===== src/rtl/dbgtrig_pkg.sv =====
package dbgtrig_pkg;

  // register selector codes for the config port
  localparam logic [1:0] REG_CTRL = 2'd0;
  localparam logic [1:0] REG_ADDR = 2'd1;
  localparam logic [1:0] REG_CTX  = 2'd2;

  // context register field placement (low fields fixed, values parameter-sized)
  localparam int SSEL_LSB = 0;
  localparam int HSEL_LSB = 2;
  localparam int SVAL_LSB = 8;

  // control word, MSB first: bit 8 action .. bit 0 execute enable
  typedef struct packed {
    logic action;
    logic vs_en;
    logic vu_en;
    logic m_en;
    logic s_en;
    logic u_en;
    logic ld_en;
    logic st_en;
    logic ex_en;
  } trig_ctrl_t;

  localparam int CTRL_W = $bits(trig_ctrl_t);

  function automatic logic [1:0] legal_ssel(input logic [1:0] v);
    return (v == 2'd3) ? 2'd0 : v;
  endfunction

  function automatic logic [2:0] legal_hsel(input logic [2:0] v);
    logic [2:0] r;
    case (v)
      3'd3, 3'd4, 3'd7: r = 3'd0;
      default:          r = v;
    endcase
    return r;
  endfunction

  // mode filter: M ignores virt, priv 2 is reserved
  function automatic logic mode_allowed(input trig_ctrl_t c, input logic [1:0] priv,
                                        input logic virt);
    logic r;
    case (priv)
      2'd3:    r = c.m_en;
      2'd1:    r = virt ? c.vs_en : c.s_en;
      2'd0:    r = virt ? c.vu_en : c.u_en;
      default: r = 1'b0;
    endcase
    return r;
  endfunction

endpackage


===== src/rtl/trig_regs.sv =====
module trig_regs
  import dbgtrig_pkg::*;
#(
  parameter int XLEN = 32,
  parameter int SV_W = 8,
  parameter int MH_W = 5
) (
  input  logic             clk,
  input  logic             rst_n,
  input  logic             wr_hit,
  input  logic [1:0]       wr_sel,
  input  logic [XLEN-1:0]  wr_data,
  output trig_ctrl_t       ctrl_o,
  output logic [XLEN-1:0]  addr_o,
  output logic [1:0]       ssel_o,
  output logic [SV_W-1:0]  svalue_o,
  output logic [2:0]       hsel_o,
  output logic [MH_W-1:0]  mhvalue_o,
  output logic [XLEN-1:0]  ctx_word_o
);
  localparam int MH_LSB = SVAL_LSB + SV_W;

  trig_ctrl_t      ctrl_q;
  logic [XLEN-1:0] addr_q;
  logic [1:0]      ssel_q;
  logic [SV_W-1:0] sval_q;
  logic [2:0]      hsel_q;
  logic [MH_W-1:0] mhval_q;

  logic unused_wr_bits;
  assign unused_wr_bits = ^wr_data;

  always_ff @(posedge clk) begin
    if (!rst_n) begin
      ctrl_q  <= '0;
      addr_q  <= '0;
      ssel_q  <= '0;
      sval_q  <= '0;
      hsel_q  <= '0;
      mhval_q <= '0;
    end else if (wr_hit) begin
      case (wr_sel)
        REG_CTRL: ctrl_q <= trig_ctrl_t'(wr_data[CTRL_W-1:0]);
        REG_ADDR: addr_q <= wr_data;
        REG_CTX: begin
          ssel_q  <= legal_ssel(wr_data[SSEL_LSB +: 2]);
          hsel_q  <= legal_hsel(wr_data[HSEL_LSB +: 3]);
          sval_q  <= wr_data[SVAL_LSB +: SV_W];
          mhval_q <= wr_data[MH_LSB +: MH_W];
        end
        default: ;
      endcase
    end
  end

  always_comb begin
    ctx_word_o = '0;
    ctx_word_o[SSEL_LSB +: 2]    = ssel_q;
    ctx_word_o[HSEL_LSB +: 3]    = hsel_q;
    ctx_word_o[SVAL_LSB +: SV_W] = sval_q;
    ctx_word_o[MH_LSB +: MH_W]   = mhval_q;
  end

  assign ctrl_o    = ctrl_q;
  assign addr_o    = addr_q;
  assign ssel_o    = ssel_q;
  assign svalue_o  = sval_q;
  assign hsel_o    = hsel_q;
  assign mhvalue_o = mhval_q;


  ssel_legal_chk: assert property (@(posedge clk) disable iff (!rst_n)
    (wr_hit && wr_sel == REG_CTX && wr_data[SSEL_LSB +: 2] == 2'd3) |=> ssel_q == 2'd0);


  hsel_legal_chk: assert property (@(posedge clk) disable iff (!rst_n)
    (wr_hit && wr_sel == REG_CTX &&
     (wr_data[HSEL_LSB +: 3] == 3'd3 || wr_data[HSEL_LSB +: 3] == 3'd4 ||
      wr_data[HSEL_LSB +: 3] == 3'd7)) |=> hsel_q == 3'd0);


  rst_clear_chk: assert property (@(posedge clk) disable iff (!rst_n)
    $rose(rst_n) |-> (ctrl_q == '0 && ssel_q == 2'd0 && hsel_q == 3'd0));


  wr_hold_chk: assert property (@(posedge clk) disable iff (!rst_n)
    (!wr_hit) |=> $stable(ctrl_q) && $stable(addr_q));

endmodule


===== src/rtl/trig_match.sv =====
module trig_match
  import dbgtrig_pkg::*;
#(
  parameter int XLEN = 32,
  parameter int SCTX_W = 8,
  parameter int ASID_W = 8,
  parameter int HCTX_W = 6,
  parameter int VMID_W = 6,
  parameter int SV_W = 8,
  parameter int MH_W = 5
) (
  input  logic              clk,
  input  logic              rst_n,
  input  trig_ctrl_t        ctrl_i,
  input  logic [XLEN-1:0]   addr_i,
  input  logic [1:0]        ssel_i,
  input  logic [SV_W-1:0]   svalue_i,
  input  logic [2:0]        hsel_i,
  input  logic [MH_W-1:0]   mhvalue_i,
  input  logic              retire_valid,
  input  logic [XLEN-1:0]   retire_pc,
  input  logic              ld_valid,
  input  logic              st_valid,
  input  logic [XLEN-1:0]   mem_addr,
  input  logic [1:0]        priv,
  input  logic              virt,
  input  logic [SCTX_W-1:0] scontext,
  input  logic [ASID_W-1:0] asid,
  input  logic [HCTX_W-1:0] hcontext,
  input  logic [VMID_W-1:0] vmid,
  output logic              hit_o
);
  localparam int HV_W = MH_W + 1;

  logic [SV_W-1:0] sctx_x, asid_x;
  logic [HV_W-1:0] hctx_x, vmid_x, guest_word;

  assign sctx_x = SV_W'(scontext);
  assign asid_x = SV_W'(asid);
  assign hctx_x = HV_W'(hcontext);
  assign vmid_x = HV_W'(vmid);
  // selector top bit supplies the low compare bit
  assign guest_word = {mhvalue_i, hsel_i[2]};

  function automatic logic proc_pass(input logic [1:0] sel, input logic [SV_W-1:0] val,
                                     input logic [SV_W-1:0] sc, input logic [SV_W-1:0] as);
    logic r;
    case (sel)
      2'd1:    r = (val == sc);
      2'd2:    r = (val == as);
      default: r = 1'b1;
    endcase
    return r;
  endfunction

  function automatic logic guest_pass(input logic [2:0] sel, input logic [HV_W-1:0] w,
                                      input logic [HV_W-1:0] hc, input logic [HV_W-1:0] vm);
    logic r;
    case (sel)
      3'd1, 3'd5: r = (w == hc);
      3'd2, 3'd6: r = (w == vm);
      default:    r = 1'b1;
    endcase
    return r;
  endfunction

  // named events for the assertions
  logic exec_match, data_match, mode_ok, proc_ok, guest_ok;

  assign exec_match = ctrl_i.ex_en && retire_valid && (retire_pc == addr_i);
  assign data_match = ((ctrl_i.ld_en && ld_valid) || (ctrl_i.st_en && st_valid)) &&
                      (mem_addr == addr_i);
  assign mode_ok    = mode_allowed(ctrl_i, priv, virt);
  assign proc_ok    = proc_pass(ssel_i, svalue_i, sctx_x, asid_x);
  assign guest_ok   = guest_pass(hsel_i, guest_word, hctx_x, vmid_x);

  assign hit_o = (exec_match || data_match) && mode_ok && proc_ok && guest_ok;


  hit_needs_enable_chk: assert property (@(posedge clk) disable iff (!rst_n)
    hit_o |-> (ctrl_i.ex_en || ctrl_i.ld_en || ctrl_i.st_en));


  reserved_priv_chk: assert property (@(posedge clk) disable iff (!rst_n)
    (priv == 2'd2) |-> !hit_o);


  asid_qual_chk: assert property (@(posedge clk) disable iff (!rst_n)
    (hit_o && ssel_i == 2'd2) |-> (svalue_i == asid_x));


  vmid_qual_chk: assert property (@(posedge clk) disable iff (!rst_n)
    (hit_o && (hsel_i == 3'd2 || hsel_i == 3'd6)) |-> (vmid_x[0] == hsel_i[2]));

endmodule


===== src/rtl/trig_combine.sv =====
module trig_combine #(
  parameter int NUM_TRIG = 4
) (
  input  logic [NUM_TRIG-1:0] hit_i,
  input  logic [NUM_TRIG-1:0] action_i,
  output logic                brk_o,
  output logic                dbg_o
);
  logic any_dbg, any_hit;
  assign any_dbg = |(hit_i & action_i);
  assign any_hit = |hit_i;
  // debug entry outranks the breakpoint exception
  assign dbg_o = any_dbg;
  assign brk_o = any_hit && !any_dbg;
endmodule


===== src/rtl/dbg_trigger_bank.sv =====
module dbg_trigger_bank
  import dbgtrig_pkg::*;
#(
  parameter int NUM_TRIG = 4,
  parameter int XLEN = 32,
  parameter int SCTX_W = 8,
  parameter int ASID_W = 8,
  parameter int HCTX_W = 6,
  parameter int VMID_W = 6,
  localparam int IDX_W = (NUM_TRIG > 1) ? $clog2(NUM_TRIG) : 1
) (
  input  logic                clk,
  input  logic                rst_n,
  input  logic                cfg_wr_en,
  input  logic [IDX_W-1:0]    cfg_wr_idx,
  input  logic [1:0]          cfg_wr_sel,
  input  logic [XLEN-1:0]     cfg_wr_data,
  input  logic [IDX_W-1:0]    cfg_rd_idx,
  input  logic [1:0]          cfg_rd_sel,
  output logic [XLEN-1:0]     cfg_rd_data,
  input  logic                retire_valid,
  input  logic [XLEN-1:0]     retire_pc,
  input  logic                mem_ld_valid,
  input  logic                mem_st_valid,
  input  logic [XLEN-1:0]     mem_addr,
  input  logic [1:0]          cur_priv,
  input  logic                cur_virt,
  input  logic [SCTX_W-1:0]   cur_scontext,
  input  logic [ASID_W-1:0]   cur_asid,
  input  logic [HCTX_W-1:0]   cur_hcontext,
  input  logic [VMID_W-1:0]   cur_vmid,
  output logic [NUM_TRIG-1:0] trig_hit,
  output logic                brk_exc,
  output logic                dbg_req
);
  localparam int SV_W = (SCTX_W > ASID_W) ? SCTX_W : ASID_W;
  localparam int HV_W = (HCTX_W > VMID_W) ? HCTX_W : VMID_W;
  localparam int MH_W = HV_W - 1;

  trig_ctrl_t      ctrl_a  [NUM_TRIG];
  logic [XLEN-1:0] addr_a  [NUM_TRIG];
  logic [XLEN-1:0] ctxw_a  [NUM_TRIG];
  logic [NUM_TRIG-1:0] act_vec;

  for (genvar g = 0; g < NUM_TRIG; g++) begin : g_trig
    logic            wr_hit;
    logic [1:0]      ssel;
    logic [SV_W-1:0] sval;
    logic [2:0]      hsel;
    logic [MH_W-1:0] mhval;

    assign wr_hit = cfg_wr_en && (cfg_wr_idx == IDX_W'(g));

    trig_regs #(.XLEN(XLEN), .SV_W(SV_W), .MH_W(MH_W)) u_regs (
      .clk(clk), .rst_n(rst_n), .wr_hit(wr_hit), .wr_sel(cfg_wr_sel),
      .wr_data(cfg_wr_data), .ctrl_o(ctrl_a[g]), .addr_o(addr_a[g]),
      .ssel_o(ssel), .svalue_o(sval), .hsel_o(hsel), .mhvalue_o(mhval),
      .ctx_word_o(ctxw_a[g])
    );

    trig_match #(.XLEN(XLEN), .SCTX_W(SCTX_W), .ASID_W(ASID_W), .HCTX_W(HCTX_W),
                 .VMID_W(VMID_W), .SV_W(SV_W), .MH_W(MH_W)) u_match (
      .clk(clk), .rst_n(rst_n), .ctrl_i(ctrl_a[g]), .addr_i(addr_a[g]),
      .ssel_i(ssel), .svalue_i(sval), .hsel_i(hsel), .mhvalue_i(mhval),
      .retire_valid(retire_valid), .retire_pc(retire_pc),
      .ld_valid(mem_ld_valid), .st_valid(mem_st_valid), .mem_addr(mem_addr),
      .priv(cur_priv), .virt(cur_virt), .scontext(cur_scontext), .asid(cur_asid),
      .hcontext(cur_hcontext), .vmid(cur_vmid), .hit_o(trig_hit[g])
    );

    assign act_vec[g] = ctrl_a[g].action;
  end

  trig_combine #(.NUM_TRIG(NUM_TRIG)) u_combine (
    .hit_i(trig_hit), .action_i(act_vec), .brk_o(brk_exc), .dbg_o(dbg_req)
  );

  always_comb begin
    cfg_rd_data = '0;
    if (32'(cfg_rd_idx) < NUM_TRIG) begin
      case (cfg_rd_sel)
        REG_CTRL: cfg_rd_data = XLEN'(ctrl_a[cfg_rd_idx]);
        REG_ADDR: cfg_rd_data = addr_a[cfg_rd_idx];
        REG_CTX:  cfg_rd_data = ctxw_a[cfg_rd_idx];
        default:  cfg_rd_data = '0;
      endcase
    end
  end


  act_excl_chk: assert property (@(posedge clk) disable iff (!rst_n)
    !(brk_exc && dbg_req));


  hit_reported_chk: assert property (@(posedge clk) disable iff (!rst_n)
    (|trig_hit) |-> (brk_exc || dbg_req));


  no_hit_quiet_chk: assert property (@(posedge clk) disable iff (!rst_n)
    (trig_hit == '0) |-> !(brk_exc || dbg_req));

endmodule


===== config.mk =====
export PLATFORM = sky130hd
export DESIGN_NAME = dbg_trigger_bank
export DESIGN_NICKNAME = d
export VERILOG_FILES = /design/src/rtl/dbgtrig_pkg.sv /design/src/rtl/trig_regs.sv /design/src/rtl/trig_match.sv /design/src/rtl/trig_combine.sv /design/src/rtl/dbg_trigger_bank.sv
export SDC_FILE = /design/constraint.sdc
export NUM_CORES = 1
export LEC_CHECK = 0
export ABC_CLOCK_PERIOD_IN_PS = 2700
export BUFFER_PORTS_ARGS = -buffer_cell sky130_fd_sc_hd__clkbuf_2
export CORE_MARGIN = 2
export CORE_UTILIZATION = 24
export CTS_BUF_LIST = sky130_fd_sc_hd__clkbuf_4
export DETAILED_ROUTE_END_ITERATION = 8
export PLACE_DENSITY = 0.44
export SLEW_MARGIN = 20
export SYNTH_ARGS = -nofsm -noshare
export SYNTH_HDL_FRONTEND = slang
export SYNTH_HIERARCHICAL = 1
export SYNTH_SLANG_ARGS = --single-unit

===== constraint.sdc =====
create_clock -name clk -period 2.7 [get_ports clk]
set_clock_uncertainty 0.15 [all_clocks]
set_input_delay 0.135 -clock clk [delete_from_list [all_inputs] [get_ports clk]]
set_output_delay 0.135 -clock clk [all_outputs]
set_load 0.01 [all_outputs]

* Word level (Yosys, flattened, before mapping)
Cells that the tools add are included.
** Word-level totals
- Word-level logic and storage cells :: 225
- Bits of input ports :: 141
- Bits in registers :: 236
** Cells by class
- Bitwise operators :: 2
- Eq/ne operators :: 61
- Reductions and logical operators :: 73
- Multiplexer cells :: 32
- Order comparisons :: 1
** Operators by type and width (count)
- $eq A32 B32 Y1 :: 8
- $bmux W32 S2 :: 2
- $mux W32 :: 4
- $pmux W32 S3 :: 1
- $eq A8 B8 Y1 :: 8
- $eq A6 B6 Y1 :: 8
- $logic_and A1 B1 Y1 :: 37
- $eq A3 B3 Y1 const B :: 10
- $reduce_and A2 Y1 :: 12
- $eq A2 B2 Y1 const B :: 10
- $bmux W9 S2 :: 1
- $mux W9 :: 2
- $eq A2 B1 Y1 const B :: 8
- $pmux W1 S2 :: 8
- $reduce_or A2 Y1 :: 8
- $eq A3 B2 Y1 const B :: 5
- $eq A3 B1 Y1 const B :: 4
- $pmux W1 S3 :: 4
- $logic_not A2 Y1 :: 4
- $logic_or A1 B1 Y1 :: 8
- $mux W1 :: 8
- $reduce_or A4 Y1 :: 2
- $and A4 B4 Y4 :: 1
- $ge A3 B3 Y1 const B :: 1
- 5 further kinds :: 5

* Depth between registers and ports, before layout
- Word-level depth :: 11
- Depth in mapped cells :: 11
- Depth with buffers taken out :: 9

* Hierarchy
Netlist, hierarchy kept.
** Modules (own cells, without submodules)
- trig_regs :: cells each 283, area an instance 2521.2 um^2, times used 4
- trig_match :: cells each 134, area an instance 1123.6 um^2, times used 4
- dbg_trigger_bank :: cells each 155, area an instance 2167.1 um^2, times used 1
- trig_combine :: cells each 5, area an instance 32.5 um^2, times used 1

* Worst setup path before layout
OpenSTA, ideal clock, no wires.
- Path kind :: reg-to-output
- Start :: register g_trig[0].u_regs.ssel_q[0]
- End :: output brk_exc
- Buffers on the path :: 2
- Cell stages (with the launch flop) :: 12
- Path slack :: 0.224 ns
- Arrival :: 2.191 ns
- Data required time :: 2.415 ns
- Cells stage by stage :: dfxtp_1 > buf_4 > inv_1 > ha_1 > buf_6 > mux2i_1 > xnor2_1 > nor4_2 > a21oi_1 > nor4_2 > a22oi_1 > and3_1
** On the way
- Cells in the longest elaborated chain, start to end :: 8
** RTL lines
- start: declaration :: line trig_regs.sv:25 : logic [1:0] ssel_q;
- start signal: assignment :: line trig_regs.sv:46 : ssel_q <= legal_ssel(wr_data[SSEL_LSB +: 2]);
- $eq A2 B2 Y1 / $eq A2 B1 Y1 (equally long branches) :: line trig_match.sv:48 : case (sel)
- $pmux W1 S2 * :: line trig_match.sv:48
- $logic_and A1 B1 Y1 * (2 in a row) :: line trig_match.sv:77 : assign hit_o = (exec_match || data_match) && mode_ok && proc_ok && guest_ok;
- via trig_hit[0] :: line dbg_trigger_bank.sv:32 : output logic [NUM_TRIG-1:0] trig_hit,
- $and A4 B4 Y4 :: line trig_combine.sv:10 : assign any_dbg = |(hit_i & action_i);
- $reduce_or A4 Y1 :: line trig_combine.sv:10
- $logic_not A1 Y1 :: line trig_combine.sv:14 : assign brk_o = any_hit && !any_dbg;
- $logic_and A1 B1 Y1 * :: line trig_combine.sv:14
- end: declaration :: line dbg_trigger_bank.sv:33 : output logic brk_exc,
The timed path passes the listed nets; every way through them passes the cells marked *.

* Final worst setup path
- Start :: register g_trig[0].u_regs.ssel_q[0]
- End :: output brk_exc
** On the way
- Cells in the longest elaborated chain, start to end :: 8
** RTL lines (line)
- $eq A2 B2 Y1 / $eq A2 B1 Y1 (equally long branches) :: trig_match.sv:48
- $pmux W1 S2 * :: trig_match.sv:48
- $logic_and A1 B1 Y1 * (2 in a row) :: trig_match.sv:77
- $and A4 B4 Y4 :: trig_combine.sv:10
- $reduce_or A4 Y1 :: trig_combine.sv:10
- $logic_not A1 Y1 :: trig_combine.sv:14
- $logic_and A1 B1 Y1 * :: trig_combine.sv:14
Mark *: on every way between the ends. The rest lies on a longest branch, timed or not.

==> impl_metrics.yaml <==
logic_synthesis:
  yosys_warnings: 6
  synth_seq_area_share_pct: 28.2
  yosys.area.top_type_share_pct: 28.2
  post-synth-top-count-cell: "nand2_1"
  yosysUniqueCellTypes: 41
  ys_top_cells_by_area: "dfxtp_1, mux4_2, nand2_1"
  synth_top_cell_by_area: "dfxtp_1"
  async_flop_share_pct: 0
  syn_area_um2: 16800
  synthFlopType: "dfxtp_1"
  ys_top_cells_by_count: "nand2_1, dfxtp_1, a21boi_0, xnor2_1, buf_4"
  ys_ff_latch: 236
  synthCells: 1828
  synth_edf_count: 0
  avgSynthCellArea_um2: 9.18
pwr:
  p_comb_share_pct: 15.5
  p_int_uw: 6110
  clock_power_share_pct: 43.3
  power.share.switching_pct: 29.7
  power.leakage_uw: 0.00727
  power.net_switching_uw: 2580
  sequentialPowerShare_pct: 41.2
  peakVddDrop_v: 0.000232
  powerDensity_nw_per_um2: 426
sta:
  period_needed_ns: 3.49
  slew_headroom_pct: 43.6
  finalHoldViolations: 0
  timing.fmax_ghz: 0.286
  tns_ns: -3.57
  period_share_pct: 129
  rsz0062_at_grt: "true"
  fin_ws_ns: -0.793
  worst_slew_pin_slew_ns: 0.845
  report.final.slew_viol_count: 0
  setup_viol: 6
floorplanning:
  fp.dieH_um: 268
  dieArea_um2: 72000
  io_pins: 179
  rows: 96
  start_util_pct: 24.3
  core-area_um2: 68900
  dieWidth_um: 268
detailed_routing:
  dr.first_iter.drc_count: 985
  routed_wl_mm: 70.6
  antenna_left: 0
  drc: 0
  vias_per_cell: 4.71
  vias: 14365
  firstDrtPassIters: 5
  wire_per_inst_um: 23.1
cts:
  htreeDepth: 3
  cts.sinks: 236
  cts_tree: "done"
  cts-buffers-inserted: 76
  worstSkewPairLatency_ns: 0.76
  clk_pin_slew_worst_paths_ns: 0.06
  cts_buffer_depth: 3
  cts_root_buf: "clkbuf_4"
global_routing:
  grt_use_total_pct: 19.6
  grt_max_degree: 121
  grt_pass1_vias: 14836
  antenna_found_initial: 9
  grt_overflow: 0
  grt_pass1_wl_mm: 102
cells_and_area:
  seq_area_um2: 4760
  syn_to_final_growth_pct: 21.4
  multiInputGateArea_um2: 11000
  drive_gt1_share_pct: 28.5
  final_nets: 2224
  fill_cells: 7404
critical_path:
  startpoint: "g_trig[0].u_regs/ssel_o[0]"
  critPathKind: "flop to primary output"
  cp-start-kind: "flop"
  cp.arrival_ns: 3.21
  cp_cell_sequence: "inv_2, ha_4, mux2i_1, xnor2_1, nor4_2, a21oi_2, nor4_4, or4_1, and3_1, clkbuf_2"
  critPathCaptureType: "primary output"
  r2r-end: "g_trig[3].u_regs/addr_o[26]"
  r2r_cells: 3
  r2r_start: "g_trig[3].u_regs/addr_o[26]"
  crit_path_end: "brk_exc"
  max_stage_delay_ns: 0.52
  slowest_stage: "or4_1"
  cp_max_fo: 8
  worstPathRequired_ns: 2.41
  rrSetupSlack_ns: 1.24
placement:
  portBuffers: 178
  gp_congestion: 0.900
  hpwl_mm: 51.6
  pre_cts_slack_ns: -0.315
outcome:
  violations: "setup timing"
  outcome: "finished, violations left"
flow_run:
  maxCapViolCount: 0
min_path:
  min_path_type: "primary input to flop"
## power by group through the flow
stage | clock network (uW) | logic [uW] | registers (uW)
5_1_grt | 4060 | 1430 | 3580
4_1_cts | 3880 | 1310 | 3580
6_report | 3760 | 1340 | 3580
3_3_place_gp | 0 | 1220 | 3660
3_5_place_dp | 0 | 1230 | 3660
2_1_floorplan | 0 | 732 | 3640
## cells by family after synthesis
kind of cell	count (synthesis)	synth area share, %
other	4	0.0895
buffers and inverters	248	10.5
XOR/XNOR	304	15.9
adder cells (fa/ha/maj)	8	0.597
AND/OR/NAND/NOR	597	17.1
AO/OA/AOI/OAI	262	11.9
flip-flops	236	28.2
multiplexers	169	15.8
## worst max-delay path: cells and delay by family, from the launching register on
family,cells,cell delay (ns)
AOI/OAI and AO/OA,1,0.36
xor gates and xnor gates,1,0.16
adders and majority gates,1,0.23
buffers and inverters,2,0.19
DFF,1,0.32
muxes,1,0.25
and+or+nand+nor,4,0.88
## worst min path at each step
stage	from	end	cells after the start
5_1_grt	cfg_wr_data[23]	g_trig[3].u_regs/addr_o[23]	4
3_5_place_dp	cfg_wr_data[26]	g_trig[3].u_regs/addr_o[26]	3
3_3_place_gp	cfg_wr_data[30]	g_trig[0].u_regs/addr_o[30]	3
2_1_floorplan	cfg_wr_data[18]	g_trig[0].u_regs/mhvalue_o[2]	2
4_1_cts	cfg_wr_data[23]	g_trig[1].u_regs/addr_o[23]	4
6_report	cfg_wr_data[23]	g_trig[1].u_regs/addr_o[23]	4
## final cells by class
cell class                 count  share of cell area, %
multi-input combinational   1396                   54.0
sequential                   236                   23.4
timing repair buffer         345                   12.0
tap                          931                   5.72
clock buffer                 109                   4.02
clock inverter                12                  0.485
inverter                      20                  0.369
antenna                        2                 0.0246
## registers in the layout, summed over array words and instances, names as in the netlist
name                     flops
g_trig.u_regs/mhvalue_o     20
g_trig.u_regs/hsel_o        12
g_trig.u_regs/ssel_o         8
g_trig.u_regs/addr_o       128
g_trig.u_regs/ctrl_o        36
g_trig.u_regs/svalue_o      32
## layout by cell type (no fill, tap or decap), drive strengths merged, types with 16 or more instances in the layout
cell type | synthesis | layout
nand2 | 400 | 400
clkbuf | 41 | 279
dfxtp | 236 | 236
a21boi | 196 | 196
xnor2 | 168 | 168
xor2 | 136 | 136
buf | 187 | 120
mux2i | 92 | 92
mux4 | 77 | 77
conb | 4 | 56
dlygate4sd3 | 0 | 55
nor4 | 48 | 48
nor2b | 42 | 42
nand4 | 32 | 32
nand3b | 24 | 24
a22o | 23 | 23
inv | 20 | 22
nand3 | 16 | 16
nor3 | 16 | 16
## routing by layer
layer,track usage (%),routed length [um],up-vias
li1,-,-,6684
met1,24.7,30200,7061
met2,32.4,33300,488
met3,4.52,4880,120
met4,7.51,2210,12
met5,0,76,-
## repair_timing
action	CTS	global route
buffers inserted	4	2
cloned	0	0
pin swaps	34	22
hold endpoints to repair	236	0
endpoints found under the setup margin	6	7
hold buffers	55	0
gates resized for setup	64	62
## per-stage QoR
| step | util (%) | cells | hold slack, ns | instance area, um^2 | total power (uW) |
|---|---|---|---|---|---|
| CTS | 29.1 | 3051 | 0.00104 | 20100 | 8780 |
| global placement | 26.6 | 2876 | 0.268 | 18300 | 4880 |
| floorplan | - | 1880 | 0.120 | 17000 | 4370 |
| finish | 29.5 | 3051 | 0.0689 | 20400 | 8680 |
| detailed placement | 26.6 | 2876 | 0.271 | 18300 | 4880 |
| global route | 29.5 | 3051 | 0.0648 | 20400 | 9080 |
Power figures use the tool's default switching activity.
